[src/rtl/pkt_csr_pkg.sv]
package pkt_csr_pkg;
  localparam int unsigned DW = 32;
  localparam int unsigned SW = DW / 8;
  localparam logic [DW-1:0] ID_VAL  = 32'h0000DA03;
  localparam logic [DW-1:0] VER_VAL = 32'h00000001;
  localparam logic [1:0]    RESP_OKAY = 2'b00;

  typedef enum logic [2:0] {
    SEL_ID   = 3'd0,
    SEL_VER  = 3'd1,
    SEL_FLIP = 3'd2,
    SEL_CIN  = 3'd3,
    SEL_COUT = 3'd4,
    SEL_DBG  = 3'd5,
    SEL_BE   = 3'd6,
    SEL_INIT = 3'd7
  } reg_sel_e;

  function automatic logic [DW-1:0] strb_merge(input logic [DW-1:0] old_v,
                                               input logic [DW-1:0] new_v,
                                               input logic [SW-1:0] strb);
    logic [DW-1:0] r;
    r = old_v;
    for (int b = 0; b < SW; b++) begin
      if (strb[b]) r[b*8 +: 8] = new_v[b*8 +: 8];
    end
    return r;
  endfunction

  function automatic logic [DW-1:0] byte_swap(input logic [DW-1:0] v);
    logic [DW-1:0] r;
    for (int b = 0; b < SW; b++) r[b*8 +: 8] = v[(SW-1-b)*8 +: 8];
    return r;
  endfunction
endpackage

[src/rtl/csr_wr_chan.sv]
module csr_wr_chan
  import pkt_csr_pkg::*;
#(
  parameter int unsigned ADDR_W = 8
) (
  input  logic              clk_i,
  input  logic              rst_ni,
  input  logic [ADDR_W-1:0] awaddr_i,
  input  logic              awvalid_i,
  output logic              awready_o,
  input  logic [DW-1:0]     wdata_i,
  input  logic [SW-1:0]     wstrb_i,
  input  logic              wvalid_i,
  output logic              wready_o,
  output logic [1:0]        bresp_o,
  output logic              bvalid_o,
  input  logic              bready_i,
  output logic              wr_en_o,
  output logic [ADDR_W-1:0] wr_addr_o,
  output logic [DW-1:0]     wr_data_o,
  output logic [SW-1:0]     wr_strb_o
);
  logic              aw_full_q, w_full_q, bvalid_q;
  logic [ADDR_W-1:0] addr_q;
  logic [DW-1:0]     data_q;
  logic [SW-1:0]     strb_q;
  logic              do_write;

  assign awready_o = ~aw_full_q;
  assign wready_o  = ~w_full_q;
  // one write in flight: commit only when the previous response is gone
  assign do_write  = aw_full_q & w_full_q & ~bvalid_q;

  always_ff @(posedge clk_i or negedge rst_ni) begin
    if (!rst_ni) begin
      aw_full_q <= 1'b0;
      w_full_q  <= 1'b0;
      bvalid_q  <= 1'b0;
      addr_q    <= '0;
      data_q    <= '0;
      strb_q    <= '0;
    end else begin
      if (awvalid_i && awready_o) begin
        aw_full_q <= 1'b1;
        addr_q    <= awaddr_i;
      end else if (do_write) begin
        aw_full_q <= 1'b0;
      end
      if (wvalid_i && wready_o) begin
        w_full_q <= 1'b1;
        data_q   <= wdata_i;
        strb_q   <= wstrb_i;
      end else if (do_write) begin
        w_full_q <= 1'b0;
      end
      if (do_write)      bvalid_q <= 1'b1;
      else if (bready_i) bvalid_q <= 1'b0;
    end
  end

  assign bvalid_o  = bvalid_q;
  assign bresp_o   = RESP_OKAY;
  assign wr_en_o   = do_write;
  assign wr_addr_o = addr_q;
  assign wr_data_o = data_q;
  assign wr_strb_o = strb_q;
endmodule

[src/rtl/csr_rd_chan.sv]
module csr_rd_chan
  import pkt_csr_pkg::*;
(
  input  logic          clk_i,
  input  logic          rst_ni,
  input  logic          arvalid_i,
  output logic          arready_o,
  input  logic [DW-1:0] rd_data_i,
  output logic          rd_take_o,
  output logic [DW-1:0] rdata_o,
  output logic [1:0]    rresp_o,
  output logic          rvalid_o,
  input  logic          rready_i
);
  logic          rvalid_q;
  logic [DW-1:0] rdata_q;

  assign arready_o = ~rvalid_q;
  assign rd_take_o = arvalid_i & ~rvalid_q;

  always_ff @(posedge clk_i or negedge rst_ni) begin
    if (!rst_ni) begin
      rvalid_q <= 1'b0;
      rdata_q  <= '0;
    end else if (rd_take_o) begin
      rvalid_q <= 1'b1;
      rdata_q  <= rd_data_i;
    end else if (rready_i) begin
      rvalid_q <= 1'b0;
    end
  end

  assign rvalid_o = rvalid_q;
  assign rdata_o  = rdata_q;
  assign rresp_o  = RESP_OKAY;
endmodule

[src/rtl/pkt_evt_counter.sv]
module pkt_evt_counter
  import pkt_csr_pkg::*;
#(
  parameter int unsigned CNT_W = 31
) (
  input  logic          clk_i,
  input  logic          rst_ni,
  input  logic          init_i,
  input  logic          clr_i,
  input  logic          evt_i,
  output logic [DW-1:0] val_o
);
  localparam int unsigned PAD_W = DW - 1 - CNT_W;

  logic [CNT_W-1:0] cnt_q;
  logic             ovf_q;
  logic [CNT_W:0]   cnt_inc;

  assign cnt_inc = {1'b0, cnt_q} + 1'b1;

  always_ff @(posedge clk_i or negedge rst_ni) begin
    if (!rst_ni) begin
      cnt_q <= '0;
      ovf_q <= 1'b0;
    end else if (init_i) begin
      cnt_q <= '0;
      ovf_q <= 1'b0;
    end else if (clr_i) begin
      // old value already captured by the read; keep this cycle's event
      cnt_q <= evt_i ? CNT_W'(1) : '0;
      ovf_q <= 1'b0;
    end else if (evt_i) begin
      cnt_q <= cnt_inc[CNT_W-1:0];
      if (cnt_inc[CNT_W]) ovf_q <= 1'b1;
    end
  end

  if (PAD_W == 0) begin : g_full
    assign val_o = {ovf_q, cnt_q};
  end else begin : g_pad
    assign val_o = {ovf_q, {PAD_W{1'b0}}, cnt_q};
  end
endmodule

[src/rtl/pkt_csr_block.sv]
module pkt_csr_block
  import pkt_csr_pkg::*;
#(
  parameter int unsigned ADDR_W = 8,
  parameter int unsigned CNT_W  = 31
) (
  input  logic              clk_i,
  input  logic              rst_ni,
  input  logic [ADDR_W-1:0] s_awaddr_i,
  input  logic              s_awvalid_i,
  output logic              s_awready_o,
  input  logic [31:0]       s_wdata_i,
  input  logic [3:0]        s_wstrb_i,
  input  logic              s_wvalid_i,
  output logic              s_wready_o,
  output logic [1:0]        s_bresp_o,
  output logic              s_bvalid_o,
  input  logic              s_bready_i,
  input  logic [ADDR_W-1:0] s_araddr_i,
  input  logic              s_arvalid_i,
  output logic              s_arready_o,
  output logic [31:0]       s_rdata_o,
  output logic [1:0]        s_rresp_o,
  output logic              s_rvalid_o,
  input  logic              s_rready_i,
  input  logic              pkt_in_evt_i,
  input  logic              pkt_out_evt_i,
  input  logic              dbg_hw_we_i,
  input  logic [31:0]       dbg_hw_data_i,
  output logic [31:0]       dbg_o,
  output logic [31:0]       be_val_o
);
  localparam int unsigned N_CNT = 2;
  localparam int unsigned IDX_LO = 2;
  localparam int unsigned IDX_HI = 4;

  logic              wr_en;
  logic [ADDR_W-1:0] wr_addr;
  logic [DW-1:0]     wr_data;
  logic [SW-1:0]     wr_strb;
  logic              rd_take;
  logic [DW-1:0]     rd_mux;

  logic     wr_hit, rd_hit;
  reg_sel_e wr_sel, rd_sel;
  logic     soft_init;

  logic [DW-1:0] flip_q, dbg_q, be_q;
  logic [N_CNT-1:0]         cnt_evt, cnt_clr;
  logic [N_CNT-1:0][DW-1:0] cnt_val;

  csr_wr_chan #(.ADDR_W(ADDR_W)) u_wr (
    .clk_i, .rst_ni,
    .awaddr_i (s_awaddr_i), .awvalid_i(s_awvalid_i), .awready_o(s_awready_o),
    .wdata_i  (s_wdata_i),  .wstrb_i  (s_wstrb_i),   .wvalid_i (s_wvalid_i),
    .wready_o (s_wready_o), .bresp_o  (s_bresp_o),   .bvalid_o (s_bvalid_o),
    .bready_i (s_bready_i),
    .wr_en_o  (wr_en), .wr_addr_o(wr_addr), .wr_data_o(wr_data), .wr_strb_o(wr_strb)
  );

  csr_rd_chan u_rd (
    .clk_i, .rst_ni,
    .arvalid_i(s_arvalid_i), .arready_o(s_arready_o),
    .rd_data_i(rd_mux), .rd_take_o(rd_take),
    .rdata_o  (s_rdata_o), .rresp_o(s_rresp_o),
    .rvalid_o (s_rvalid_o), .rready_i(s_rready_i)
  );

  // word decode: bits above the register window must be zero
  assign wr_hit = (wr_addr[ADDR_W-1:IDX_HI+1] == '0);
  assign rd_hit = (s_araddr_i[ADDR_W-1:IDX_HI+1] == '0);
  assign wr_sel = reg_sel_e'(wr_addr[IDX_HI:IDX_LO]);
  assign rd_sel = reg_sel_e'(s_araddr_i[IDX_HI:IDX_LO]);

  assign soft_init = wr_en & wr_hit & (wr_sel == SEL_INIT) & wr_strb[0] & wr_data[0];

  logic wr_flip, wr_dbg, wr_be;
  assign wr_flip = wr_en & wr_hit & (wr_sel == SEL_FLIP);
  assign wr_dbg  = wr_en & wr_hit & (wr_sel == SEL_DBG);
  assign wr_be   = wr_en & wr_hit & (wr_sel == SEL_BE);

  always_ff @(posedge clk_i or negedge rst_ni) begin
    if (!rst_ni) begin
      flip_q <= '0;
      dbg_q  <= '0;
      be_q   <= '0;
    end else if (soft_init) begin
      flip_q <= '0;
      dbg_q  <= '0;
      be_q   <= '0;
    end else begin
      if (wr_flip) flip_q <= strb_merge(flip_q, wr_data, wr_strb);
      if (wr_be)   be_q   <= strb_merge(be_q, wr_data, wr_strb);
      if (wr_dbg)           dbg_q <= strb_merge(dbg_q, wr_data, wr_strb);
      else if (dbg_hw_we_i) dbg_q <= dbg_hw_data_i;
    end
  end

  assign cnt_evt = {pkt_out_evt_i, pkt_in_evt_i};

  for (genvar g = 0; g < N_CNT; g++) begin : g_cnt
    localparam reg_sel_e MY_SEL = (g == 0) ? SEL_CIN : SEL_COUT;
    assign cnt_clr[g] = rd_take & rd_hit & (rd_sel == MY_SEL);
    pkt_evt_counter #(.CNT_W(CNT_W)) u_cnt (
      .clk_i, .rst_ni,
      .init_i(soft_init),
      .clr_i (cnt_clr[g]),
      .evt_i (cnt_evt[g]),
      .val_o (cnt_val[g])
    );
  end

  always_comb begin
    rd_mux = '0;
    if (rd_hit) begin
      unique case (rd_sel)
        SEL_ID:   rd_mux = ID_VAL;
        SEL_VER:  rd_mux = VER_VAL;
        SEL_FLIP: rd_mux = ~flip_q;
        SEL_CIN:  rd_mux = cnt_val[0];
        SEL_COUT: rd_mux = cnt_val[1];
        SEL_DBG:  rd_mux = dbg_q;
        SEL_BE:   rd_mux = be_q;
        default:  rd_mux = '0;
      endcase
    end
  end

  assign dbg_o    = dbg_q;
  assign be_val_o = byte_swap(be_q);
endmodule

[config.mk]
export PLATFORM = sky130hd
export DESIGN_NAME = pkt_csr_block
export DESIGN_NICKNAME = d
export VERILOG_FILES = /design/src/rtl/pkt_csr_pkg.sv /design/src/rtl/csr_wr_chan.sv /design/src/rtl/csr_rd_chan.sv /design/src/rtl/pkt_evt_counter.sv /design/src/rtl/pkt_csr_block.sv
export SDC_FILE = /design/constraint.sdc
export NUM_CORES = 1
export LEC_CHECK = 0
export ABC_AREA = 1
export BUFFER_PORTS_ARGS = -buffer_cell sky130_fd_sc_hd__buf_4
export CAP_MARGIN = 30
export CORE_ASPECT_RATIO = 1.1
export CORE_MARGIN = 10
export CORE_UTILIZATION = 35
export DETAILED_ROUTE_END_ITERATION = 6
export PLACE_DENSITY = 0.55
export SYNTH_ARGS = -nofsm -noshare
export SYNTH_HDL_FRONTEND = slang
export SYNTH_SLANG_ARGS = --single-unit
[constraint.sdc]
create_clock -name clk_i -period 1.9 [get_ports clk_i]
set_input_delay 0.095 -clock clk_i [delete_from_list [all_inputs] [get_ports clk_i]]
set_output_delay 0.095 -clock clk_i [all_outputs]
set_load 0.005 [all_outputs]
# After elaboration in Yosys (flattened, before gate mapping)
# Index checks and enable logic that the tools add are counted.
# classes
add_sub_neg	2
eq_ne	14
n_mux	36
bitwise_logic	18
n_reduce_logical	34
# op_table
operator	n
two-way mux 32 bit	8
case mux 32 bit (7 select lines)	1
two-way mux 31 bit	6
adder 31 x 1 -> 32 bit (second input constant)	2
two-way mux 8 bit	4
NOT 32 bit	1
AND reduction 2 bit	14
nonzero test 2 bit	10
equality test 3 bit (second input constant)	6
two-way mux 1 bit	17
nonzero test 3 bit	5
bitwise AND 1 bit	13
inequality test 3 x 1 -> 1 bit (second input constant)	4
equality test 3 x 2 -> 1 bit (second input constant)	3
logical NOT 3 bit	3
NOT 1 bit	4
equality test 3 x 1 -> 1 bit (second input constant)	1
logical AND 1 bit	2
# word_totals
regBits	240
in_bits	94
output_inout_bits	105
wordCells	128

# Logic depth before layout (Yosys ltp)
# Gate-level depths: netlist (run 1).
# depth
word_depth	8
depth_mapped	10
depth_no_buf	9

# Cells and area by module
# From an unflattened synthesis (run 1), not the netlist that was laid out.
# unflattened
cells_unflattened	1882
area_unflattened_um2	13670.6
# modules_own_cells
module	n_inst	cells_each	area_per_inst_um2	seq_area_each_um2
pkt_csr_block	1	939	6247.2	2402.3
pkt_evt_counter	2	295	2029.4	800.8
csr_wr_chan	1	207	1976.9	1176.1
csr_rd_chan	1	146	1387.6	825.8

# Worst setup path before layout (run 1)
# Ideal clock, no wire load.
# synth_timing
path_type	register -> register
from	register u_wr.bvalid_q (netlist: u_wr.bvalid_o)
to	register flip_q[7]
setup_ps	117
arrival_ps	1491
t_required_ps	1783
path_slack_ps	292
path_stages_with_launch	10
n_path_buf	1
period_less_slack_ps	1608
cell_sequence	dfrtp_1 > inv_1 > nand3_2 > nor2_4 > nand4_1 > nand2_1 > buf_2 > nand2_2 > nand2_1 > nand2_1
# synth_via
elab_chain_cells	8
elab_cells_between_ends	11
cone_classes	1 x mux; 7 x bitwise; 3 x reduce/logical
# synth_rtl
item	line	rtl
start, declared	csr_wr_chan.sv:23	logic aw_full_q, w_full_q, bvalid_q;
start signal, assigned	csr_wr_chan.sv:38	bvalid_q <= 1'b0;
start signal, assigned	csr_wr_chan.sv:56	if (do_write) bvalid_q <= 1'b1;
start signal, assigned	csr_wr_chan.sv:57	else if (bready_i) bvalid_q <= 1'b0;
NOT 1 bit *	csr_wr_chan.sv:32	assign do_write = aw_full_q & w_full_q & ~bvalid_q;
bitwise AND 1 bit *	csr_wr_chan.sv:32	
bitwise AND 1 bit *	pkt_csr_block.sv:75, pkt_csr_block.sv:78	
bitwise AND 1 bit (3 in series)	pkt_csr_block.sv:75	assign soft_init = wr_en & wr_hit & (wr_sel == SEL_INIT) & wr_strb[0] & wr_data[0];
nonzero test 2 bit (no source line)	--	
AND reduction 2 bit (no source line)	--	
end signal, assigned	pkt_csr_block.sv:92	if (wr_flip) flip_q <= strb_merge(flip_q, wr_data, wr_strb);
end, declared	pkt_csr_block.sv:48	logic [DW-1:0] flip_q, dbg_q, be_q;
# Every way passes the cells marked *; elsewhere a longest branch is shown, timed or not.
# A chain may end at the register's enable or synchronous reset.

# Final worst setup path (run 1)
# layout_timing
from	register u_wr.addr_q[4] (netlist: u_wr.wr_addr_o[4])
to	register dbg_q[2] (netlist: dbg_o[2])
# layout_via
elab_chain_cells	6
elab_cells_between_ends	11
cone_classes	3 x eq/ne; 2 x mux; 4 x bitwise; 2 x reduce/logical
# layout_rtl
item	line	rtl
start, declared	csr_wr_chan.sv:24	logic [ADDR_W-1:0] addr_q;
start signal, assigned	csr_wr_chan.sv:45	addr_q <= awaddr_i;
equality test 3 bit	pkt_csr_block.sv:75	
bitwise AND 1 bit (3 in series)	pkt_csr_block.sv:75	
inequality test 3 x 1 -> 1 bit (no source line) or nonzero test 3 bit (tied branches)	--	
AND reduction 2 bit (no source line)	--	
end signal, assigned	pkt_csr_block.sv:94	if (wr_dbg) dbg_q <= strb_merge(dbg_q, wr_data, wr_strb);
end signal, assigned	pkt_csr_block.sv:95	else if (dbg_hw_we_i) dbg_q <= dbg_hw_data_i;
end, declared	pkt_csr_block.sv:48	
# Several ways; a longest one is shown, not always the timed one.

==> results.json, run 1 <==
{
  "drtAntennaViolNets": 0,
  "count_of_warnings_emitted_by_yosys": 0,
  "worst-setup-path-type": "reg -> reg",
  "dr_total_vias": 11800,
  "leakage_nw": 8.61,
  "maximum_fanout_along_the_worst_path": 27,
  "critical_path_arrival_ns": 2.22,
  "max_slew.worst_pin.slew_ns": 0.501,
  "num_rows": 71,
  "cts-root-to-sink-buffers": 3,
  "firstDrtPassIters": 5,
  "worst_hold_startpoint": "s_awvalid_i",
  "max_freq_ghz": 0.557,
  "effective_utilization_at_floorplan": 0.356,
  "io_pins": 199,
  "worstReg2RegStart": "u_wr.wr_addr_o[4]",
  "setup.reg_to_reg.worst_slack_ns": 0.11,
  "irDropWorstVdd_v": 0.000696,
  "largest_net_degree_at_the_start_of_global_routing": 60,
  "tritoncts": "done",
  "seqCellArea_um2": 5960,
  "area_inside_the_core_boundary_um2": 34300,
  "whs_path_depth": 3,
  "hpwl_um": 32500,
  "syn-mean-instance-area_um2": 7.39,
  "synthDistinctLibCells": 32,
  "r2r_cells": 8,
  "seq_area_frac_synth": 0.488,
  "detailed_route_drc_error_count": 0,
  "max-slew-margin-rel": 0.666,
  "totalNegativeSetupSlack_ns": 0,
  "track_usage": 0.195,
  "max_cap_violations": 0,
  "port-buffer-count": 190,
  "cp_data_required_time_ns": 2.33,
  "pre_cts_slack_ns": -0.0101,
  "layout-drive-gt1-share": 0.185,
  "antennaDiodeCount": 0,
  "detailedRoute.firstIterationViolations": 862,
  "multi_input_area_um2": 5570,
  "floorplan.die.height_um": 216,
  "clock_skew_ns": 0.0214,
  "vias_per_cell": 4.88,
  "grt_pass1_vias": 11800,
  "routed_wire_length_per_instance_um": 17.6,
  "min_clock_period_post_route_ns": 1.79,
  "setup_viol": 0,
  "global_placement_routability_congestion": 0.946,
  "hold_viol": 0,
  "dp.cells": 2274,
  "clock_sinks": 238,
  "unrepaired_setup_endpoints_after_global_routing": "true",
  "final_period_utilization": 0.944,
  "crit_path_start_kind": "register",
  "timing.final.ws_setup_ns": 0.106,
  "final_max_slew_viol_count": 0,
  "fp.dieArea_um2": 42800,
  "cts.root.buffer_cell": "sky130_fd_sc_hd__clkbuf_16",
  "syn-cell-area_um2": 12200,
  "clk_pin_slew_ns": 0.06,
  "grt-ovfl-total": 0,
  "clk_latency_worst_skew_pair_ns": 0.56,
  "critPathCaptureType": "register",
  "floorplan.die.width_um": 198,
  "cts_inserted_buffers": 28,
  "layout.nets": 2048,
  "wirelength_um": 42500,
  "status": "finished, final reports clean",
  "regToRegEndpoint": "dbg_o[2]",
  "min_delay_worst_endpoint": "u_wr.aw_full_q",
  "min_path_type": "in -> reg",
  "syn_inst": 1651,
  "ys_seq_elements": 238,
  "fill_cells": 3456,
  "grt_antenna_before_repair": 0,
  "final-instance-count-excl-fill": 2411,
  "cts_max_level": 1,
  "power_per_cell_area_nw_per_um2": 1040,
  "post_synthesis_to_final_layout_area_growth_pct": 34.3,
  "grt_first_pass_wirelength_um": 67200
}
==> per-stage QoR <==
| stage | power [mW] | utilization | cell area (um^2) | hold WS (ns) |
|---|---|---|---|---|
| after floorplan | 9.30 | - | 12200 | -0.201 |
| after global placement | 11.1 | 0.423 | 14500 | 0.0733 |
| after detailed placement | 11.2 | 0.423 | 14500 | 0.0717 |
| after CTS | 17.1 | 0.475 | 16300 | 0.0258 |
| after global routing | 18.0 | 0.478 | 16400 | 0.0596 |
| final | 17.0 | 0.478 | 16400 | 0.0347 |
==> synthesized netlist by cell type <==
library cell,n,area [um^2]
sky130_fd_sc_hd__a21oi_1,38,190
sky130_fd_sc_hd__a31oi_1,1,6.26
sky130_fd_sc_hd__and2_1,1,6.26
sky130_fd_sc_hd__and3_1,1,6.26
sky130_fd_sc_hd__buf_1,5,18.8
sky130_fd_sc_hd__buf_2,17,85.1
sky130_fd_sc_hd__buf_4,6,45.0
sky130_fd_sc_hd__clkbuf_1,33,124
sky130_fd_sc_hd__conb_1,1,3.75
sky130_fd_sc_hd__dfrtp_1,238,5960
sky130_fd_sc_hd__ha_1,2,25.0
sky130_fd_sc_hd__inv_1,132,495
sky130_fd_sc_hd__inv_2,2,7.51
sky130_fd_sc_hd__mux2_2,34,383
sky130_fd_sc_hd__nand2_1,689,2590
sky130_fd_sc_hd__nand2_2,14,87.6
sky130_fd_sc_hd__nand3_1,115,576
sky130_fd_sc_hd__nand3_2,3,30.0
sky130_fd_sc_hd__nand3b_1,2,15.0
sky130_fd_sc_hd__nand4_1,34,213
sky130_fd_sc_hd__nor2_1,137,514
sky130_fd_sc_hd__nor2_4,2,22.5
sky130_fd_sc_hd__nor3_1,10,50.1
sky130_fd_sc_hd__nor3b_1,2,15.0
sky130_fd_sc_hd__o211ai_1,12,90.1
sky130_fd_sc_hd__o21ai_0,86,430
sky130_fd_sc_hd__o21ai_1,18,90.1
sky130_fd_sc_hd__o21ai_2,6,52.6
sky130_fd_sc_hd__o21bai_1,1,7.51
sky130_fd_sc_hd__o22ai_1,1,6.26
sky130_fd_sc_hd__xnor2_1,3,26.3
sky130_fd_sc_hd__xor2_1,5,43.8
==> worst max path at each step <==
stage,start,to,slack (ns),cells after the start
floorplan,u_wr.bvalid_o,flip_q[7],0.29,9
global placement,u_wr.wr_addr_o[4],g_cnt[0].u_cnt.cnt_q[3],0.008,8
detailed placement,u_wr.wr_addr_o[4],g_cnt[0].u_cnt.cnt_q[4],-0.01,8
CTS,u_wr.wr_addr_o[4],g_cnt[0].u_cnt.cnt_q[4],-0.02,8
global route,u_wr.bvalid_o,dbg_o[0],-0.02,9
finish,u_wr.wr_addr_o[4],dbg_o[2],0.11,8
==> layout make-up <==
cell class | instances | share of cell area
clock buffers | 43 | 0.0517
repair inverters | 3 | 0.00137
repair buffers | 326 | 0.172
multi-input cells | 1221 | 0.340
clock inverters | 8 | 0.00771
flip-flops and latches | 238 | 0.363
well taps | 438 | 0.0334
inverters | 134 | 0.0309
==> report_power, final <==
group	switching [mW]	total, mW	internal, mW
registers	1.12	7.37	6.26
logic	2.14	3.95	1.82
clock network	2.23	5.69	3.46
total	5.48	17.0	11.5
==> critical path, cell delays in order, from the launching register on <==
cell and delay (ns):
sky130_fd_sc_hd__dfrtp_1 0.38, sky130_fd_sc_hd__nand2_1 0.12, sky130_fd_sc_hd__nor2_1 0.24, sky130_fd_sc_hd__nand3_4 0.18, sky130_fd_sc_hd__buf_12 0.20, sky130_fd_sc_hd__nand3_2 0.12
sky130_fd_sc_hd__nand2_2 0.22, sky130_fd_sc_hd__nand2_1 0.12, sky130_fd_sc_hd__o21ai_0 0.08
==> layer usage <==
metal	vias up	part of all wire	track usage	wire (um)
met1	5594	0.45	0.261	19200
met4	0	0.016	0.0369	668
met3	44	0.052	0.0349	2220
li1	5846	-	-	-
met5	-	0	0	0
met2	271	0.48	0.323	20400
==> state kept, by name, summed over array words and instances (netlist names) <==
name	flops
u_rd.rvalid_o	1
u_wr.bvalid_o	1
u_wr.wr_addr_o	6
be_q	32
flip_q	32
u_wr.aw_full_q	1
dbg_o	32
u_wr.wr_strb_o	4
u_wr.w_full_q	1
g_cnt.u_cnt.ovf_q	2
g_cnt.u_cnt.cnt_q	62
u_wr.wr_data_o	32
u_rd.rdata_o	32
==> repair_timing <==
item                                    in CTS  in global routing
resized for setup                            0                 19
buffers inserted                             0                  1
pin swaps                                    0                  3
hold buffers                                82                  0
endpoints found under the hold margin      314                  0
gates cloned                                 0                  3
endpoints found under the setup margin       3                 92
==> logic make-up after synthesis <==
kind of cell | share of synthesized area
AND/OR/NAND/NOR | 0.338
flip-flops | 0.488
buffers and inverters | 0.0635
AO/OA/AOI/OAI | 0.0715
multiplexers | 0.0314
XOR/XNOR | 0.00574
adder cells (fa/ha/maj) | 0.00205
other | 0.000307
==> cell usage in the layout (no fill, tap or decap), types with 2 or more instances in the layout <==
cell / count
sky130_fd_sc_hd__nand2_1: 684
sky130_fd_sc_hd__dfrtp_1: 238
sky130_fd_sc_hd__buf_4: 230
sky130_fd_sc_hd__nor2_1: 133
sky130_fd_sc_hd__inv_1: 131
sky130_fd_sc_hd__nand3_1: 115
sky130_fd_sc_hd__o21ai_0: 86
sky130_fd_sc_hd__dlygate4sd3_1: 82
sky130_fd_sc_hd__a21oi_1: 38
sky130_fd_sc_hd__nand4_1: 34
sky130_fd_sc_hd__mux2_2: 34
sky130_fd_sc_hd__clkbuf_16: 28
sky130_fd_sc_hd__nand2_2: 18
sky130_fd_sc_hd__o21ai_1: 18
sky130_fd_sc_hd__o211ai_1: 12
sky130_fd_sc_hd__buf_12: 12
sky130_fd_sc_hd__clkbuf_8: 9
sky130_fd_sc_hd__nor3_1: 8
sky130_fd_sc_hd__clkbuf_1: 6
sky130_fd_sc_hd__o21ai_4: 5
sky130_fd_sc_hd__xor2_1: 5
sky130_fd_sc_hd__nor2_2: 4
sky130_fd_sc_hd__clkinvlp_4: 4
sky130_fd_sc_hd__conb_1: 4
sky130_fd_sc_hd__clkinv_2: 4
sky130_fd_sc_hd__xnor2_1: 3
sky130_fd_sc_hd__bufinv_16: 3
sky130_fd_sc_hd__nand3_2: 2
sky130_fd_sc_hd__nor2_4: 2
sky130_fd_sc_hd__inv_2: 2
sky130_fd_sc_hd__nor3_2: 2
sky130_fd_sc_hd__nand3b_1: 2
sky130_fd_sc_hd__nor3b_1: 2
sky130_fd_sc_hd__ha_1: 2
(Power assumes the default switching activity.)
==> inputs of run 2 (changes only) <==
BUFFER_PORTS_ARGS = default   (was -buffer_cell sky130_fd_sc_hd__buf_4)
DONT_BUFFER_PORTS = 1   (was default)
PLACE_DENSITY = 0.45   (was 0.55)
==> results.json, run 2 (same netlist as run 1, synthesis figures left out) <==
{
  "clock_sinks": 238,
  "maximum_fanout_along_the_worst_path": 27,
  "fp.dieArea_um2": 42800,
  "layout.nets": 1863,
  "max_cap_violations": 0,
  "grt-ovfl-total": 0,
  "routed_wire_length_per_instance_um": 19.1,
  "unrepaired_setup_endpoints_after_global_routing": "false",
  "detailedRoute.firstIterationViolations": 710,
  "max_slew.worst_pin.slew_ns": 0.856,
  "cp_num_cells": 7,
  "r2r_cells": 7,
  "wirelength_um": 42500,
  "worst_setup_path_endpoint": "u_rd.rdata_o[16]",
  "path_buf_inv": 3,
  "io_pins": 199,
  "min_clock_period_post_route_ns": 1.76,
  "leading_cell_types_in_the_layout_fill_and_taps_excluded": "sky130_fd_sc_hd__nand2_1 (686), sky130_fd_sc_hd__dfrtp_1 (238), sky130_fd_sc_hd__nor2_1 (134)",
  "crit_path_start_kind": "register",
  "firstDrtPassIters": 5,
  "max_freq_ghz": 0.567,
  "grt_antenna_before_repair": 0,
  "effective_utilization_at_floorplan": 0.356,
  "tritoncts": "done",
  "hold_viol": 239,
  "global_placement_routability_congestion": 0.853,
  "power_per_cell_area_nw_per_um2": 1120,
  "registers.top_by_ff_count": "g_cnt.u_cnt.cnt_q",
  "critPathTopFamily": "simple AND/OR/NAND/NOR gates",
  "clk_latency_worst_skew_pair_ns": 0.57,
  "grt_first_pass_wirelength_um": 66600,
  "critPathCaptureType": "register",
  "floorplan.die.height_um": 216,
  "cp_data_required_time_ns": 2.40,
  "num_rows": 71,
  "post_synthesis_to_final_layout_area_growth_pct": 23.4,
  "leakage_nw": 7.73,
  "setup_viol": 0,
  "irDropWorstVdd_v": 0.000799,
  "totalNegativeSetupSlack_ns": 0,
  "worstSetupStartpoint": "u_rd.rvalid_o",
  "cts_inserted_buffers": 29,
  "hpwl_um": 32000,
  "status": "finished with violations",
  "layout-drive-gt1-share": 0.0967,
  "setup.reg_to_reg.worst_slack_ns": 0.14,
  "cts_hold_buffers": 93,
  "worstReg2RegStart": "u_rd.rvalid_o",
  "worst-setup-path-type": "reg -> reg",
  "port-buffer-count": 0,
  "violations_in_the_final_reports": "hold timing",
  "drtAntennaViolNets": 0,
  "area_inside_the_core_boundary_um2": 34300,
  "final_period_utilization": 0.928,
  "largest_net_degree_at_the_start_of_global_routing": 239,
  "final_core_util": 0.439,
  "detailed_route_drc_error_count": 0,
  "dr_total_vias": 11000,
  "grt_pass1_vias": 11000,
  "critPathSlowestCell": "sky130_fd_sc_hd__dfrtp_1",
  "critical_path.cell_chain": "inv_1 -> nand2_1 -> buf_12 -> nor3_2 -> buf_12 -> o21ai_0 -> nand2_1",
  "min_path_type": "in -> async",
  "clock_skew_ns": 0.0218,
  "vias_per_cell": 4.94,
  "critical-path-max-stage-delay_ns": 0.38,
  "largest_register_ff_count": 62,
  "critical_path_arrival_ns": 2.26,
  "cts_max_level": 1,
  "track_usage": 0.198,
  "final_max_slew_viol_count": 0,
  "fin_hold_ws_ns": -0.760,
  "floorplan.die.width_um": 198,
  "cts-root-to-sink-buffers": 3,
  "clk_pin_slew_ns": 0.06,
  "most_common_cell_after_layout_fill_and_taps_aside": "sky130_fd_sc_hd__nand2_1",
  "max-slew-margin-rel": 0.430,
  "cts.root.buffer_cell": "sky130_fd_sc_hd__clkbuf_16",
  "regToRegEndpoint": "u_rd.rdata_o[16]"
}
run 2: cell count changes in the layout (fill, tap and decap cells not counted), moves of 2 or more:
cell	delta
sky130_fd_sc_hd__bufinv_16	+3
sky130_fd_sc_hd__nand2_1	+2
sky130_fd_sc_hd__dlygate4sd3_1	+11
sky130_fd_sc_hd__nand2_2	-3
sky130_fd_sc_hd__clkinvlp_4	-3
sky130_fd_sc_hd__clkinv_2	+4
sky130_fd_sc_hd__clkbuf_1	-5
sky130_fd_sc_hd__buf_4	-191
sky130_fd_sc_hd__clkbuf_8	-2
sky130_fd_sc_hd__buf_12	-3
run 2: power breakdown:
part / leakage, nW / switching [mW] / internal [mW]
registers: 3.12 / 1.25 / 6.26
clock network: 0.529 / 2.31 / 3.86
logic: 4.08 / 1.82 / 1.37
total: 7.73 / 5.38 / 11.5
run 2: timing repair:
action | CTS | global route
resized for setup | 0 | 15
setup buffers | 0 | 2
setup endpoints to repair | 0 | 123
hold endpoints to repair | 374 | 238
run 2: area by class of cell:
| cell class | instances | area, um^2 |
|---|---|---|
| Clock buffer | 37 | 826 |
| Sequential cell | 238 | 5960 |
| Inverter | 134 | 503 |
| Tap cell | 438 | 548 |
| Timing Repair Buffer | 143 | 1430 |
| Fill cell | 3552 | 19200 |
| Clock inverter | 16 | 236 |
| Multi-Input combinational cell | 1221 | 5570 |
| Antenna cell | 1 | 2.50 |
run 2: metrics by stage:
stage               area [um^2]  cells  setup slack (ns)  power, mW  hold slack (ns)
global route              15100   2227          0.000683       17.8           -0.788
CTS                       15000   2225            0.0297       17.0           -0.784
floorplan                 12200   1654             0.292       9.30           -0.201
detailed placement        13000   2079            0.0406       10.6           -0.180
finish                    15100   2228             0.137       16.9           -0.760
global placement          13000   2079            0.0865       10.5           -0.182
run 2: per-layer routing:
layer / global-route usage / part of all wire / vias to the layer above
met2: 0.315 / 0.47 / 259
met5: 0 / 0 / -
li1: - / - / 5495
met3: 0.0445 / 0.058 / 47
met1: 0.267 / 0.46 / 5209
met4: 0.0449 / 0.018 / 0
run 2: worst min-delay path by stage:
stage | start | endpoint | slack, ns | depth (start not counted)
after global placement | rst_ni | g_cnt[1].u_cnt.cnt_q[6] | -0.18 | 0
after CTS | rst_ni | g_cnt[0].u_cnt.cnt_q[13] | -0.78 | 0
final | rst_ni | g_cnt[1].u_cnt.cnt_q[9] | -0.76 | 0
after floorplan | rst_ni | be_q[0] | -0.20 | 0
after global routing | rst_ni | g_cnt[1].u_cnt.cnt_q[6] | -0.79 | 0
after detailed placement | rst_ni | g_cnt[1].u_cnt.cnt_q[6] | -0.18 | 0
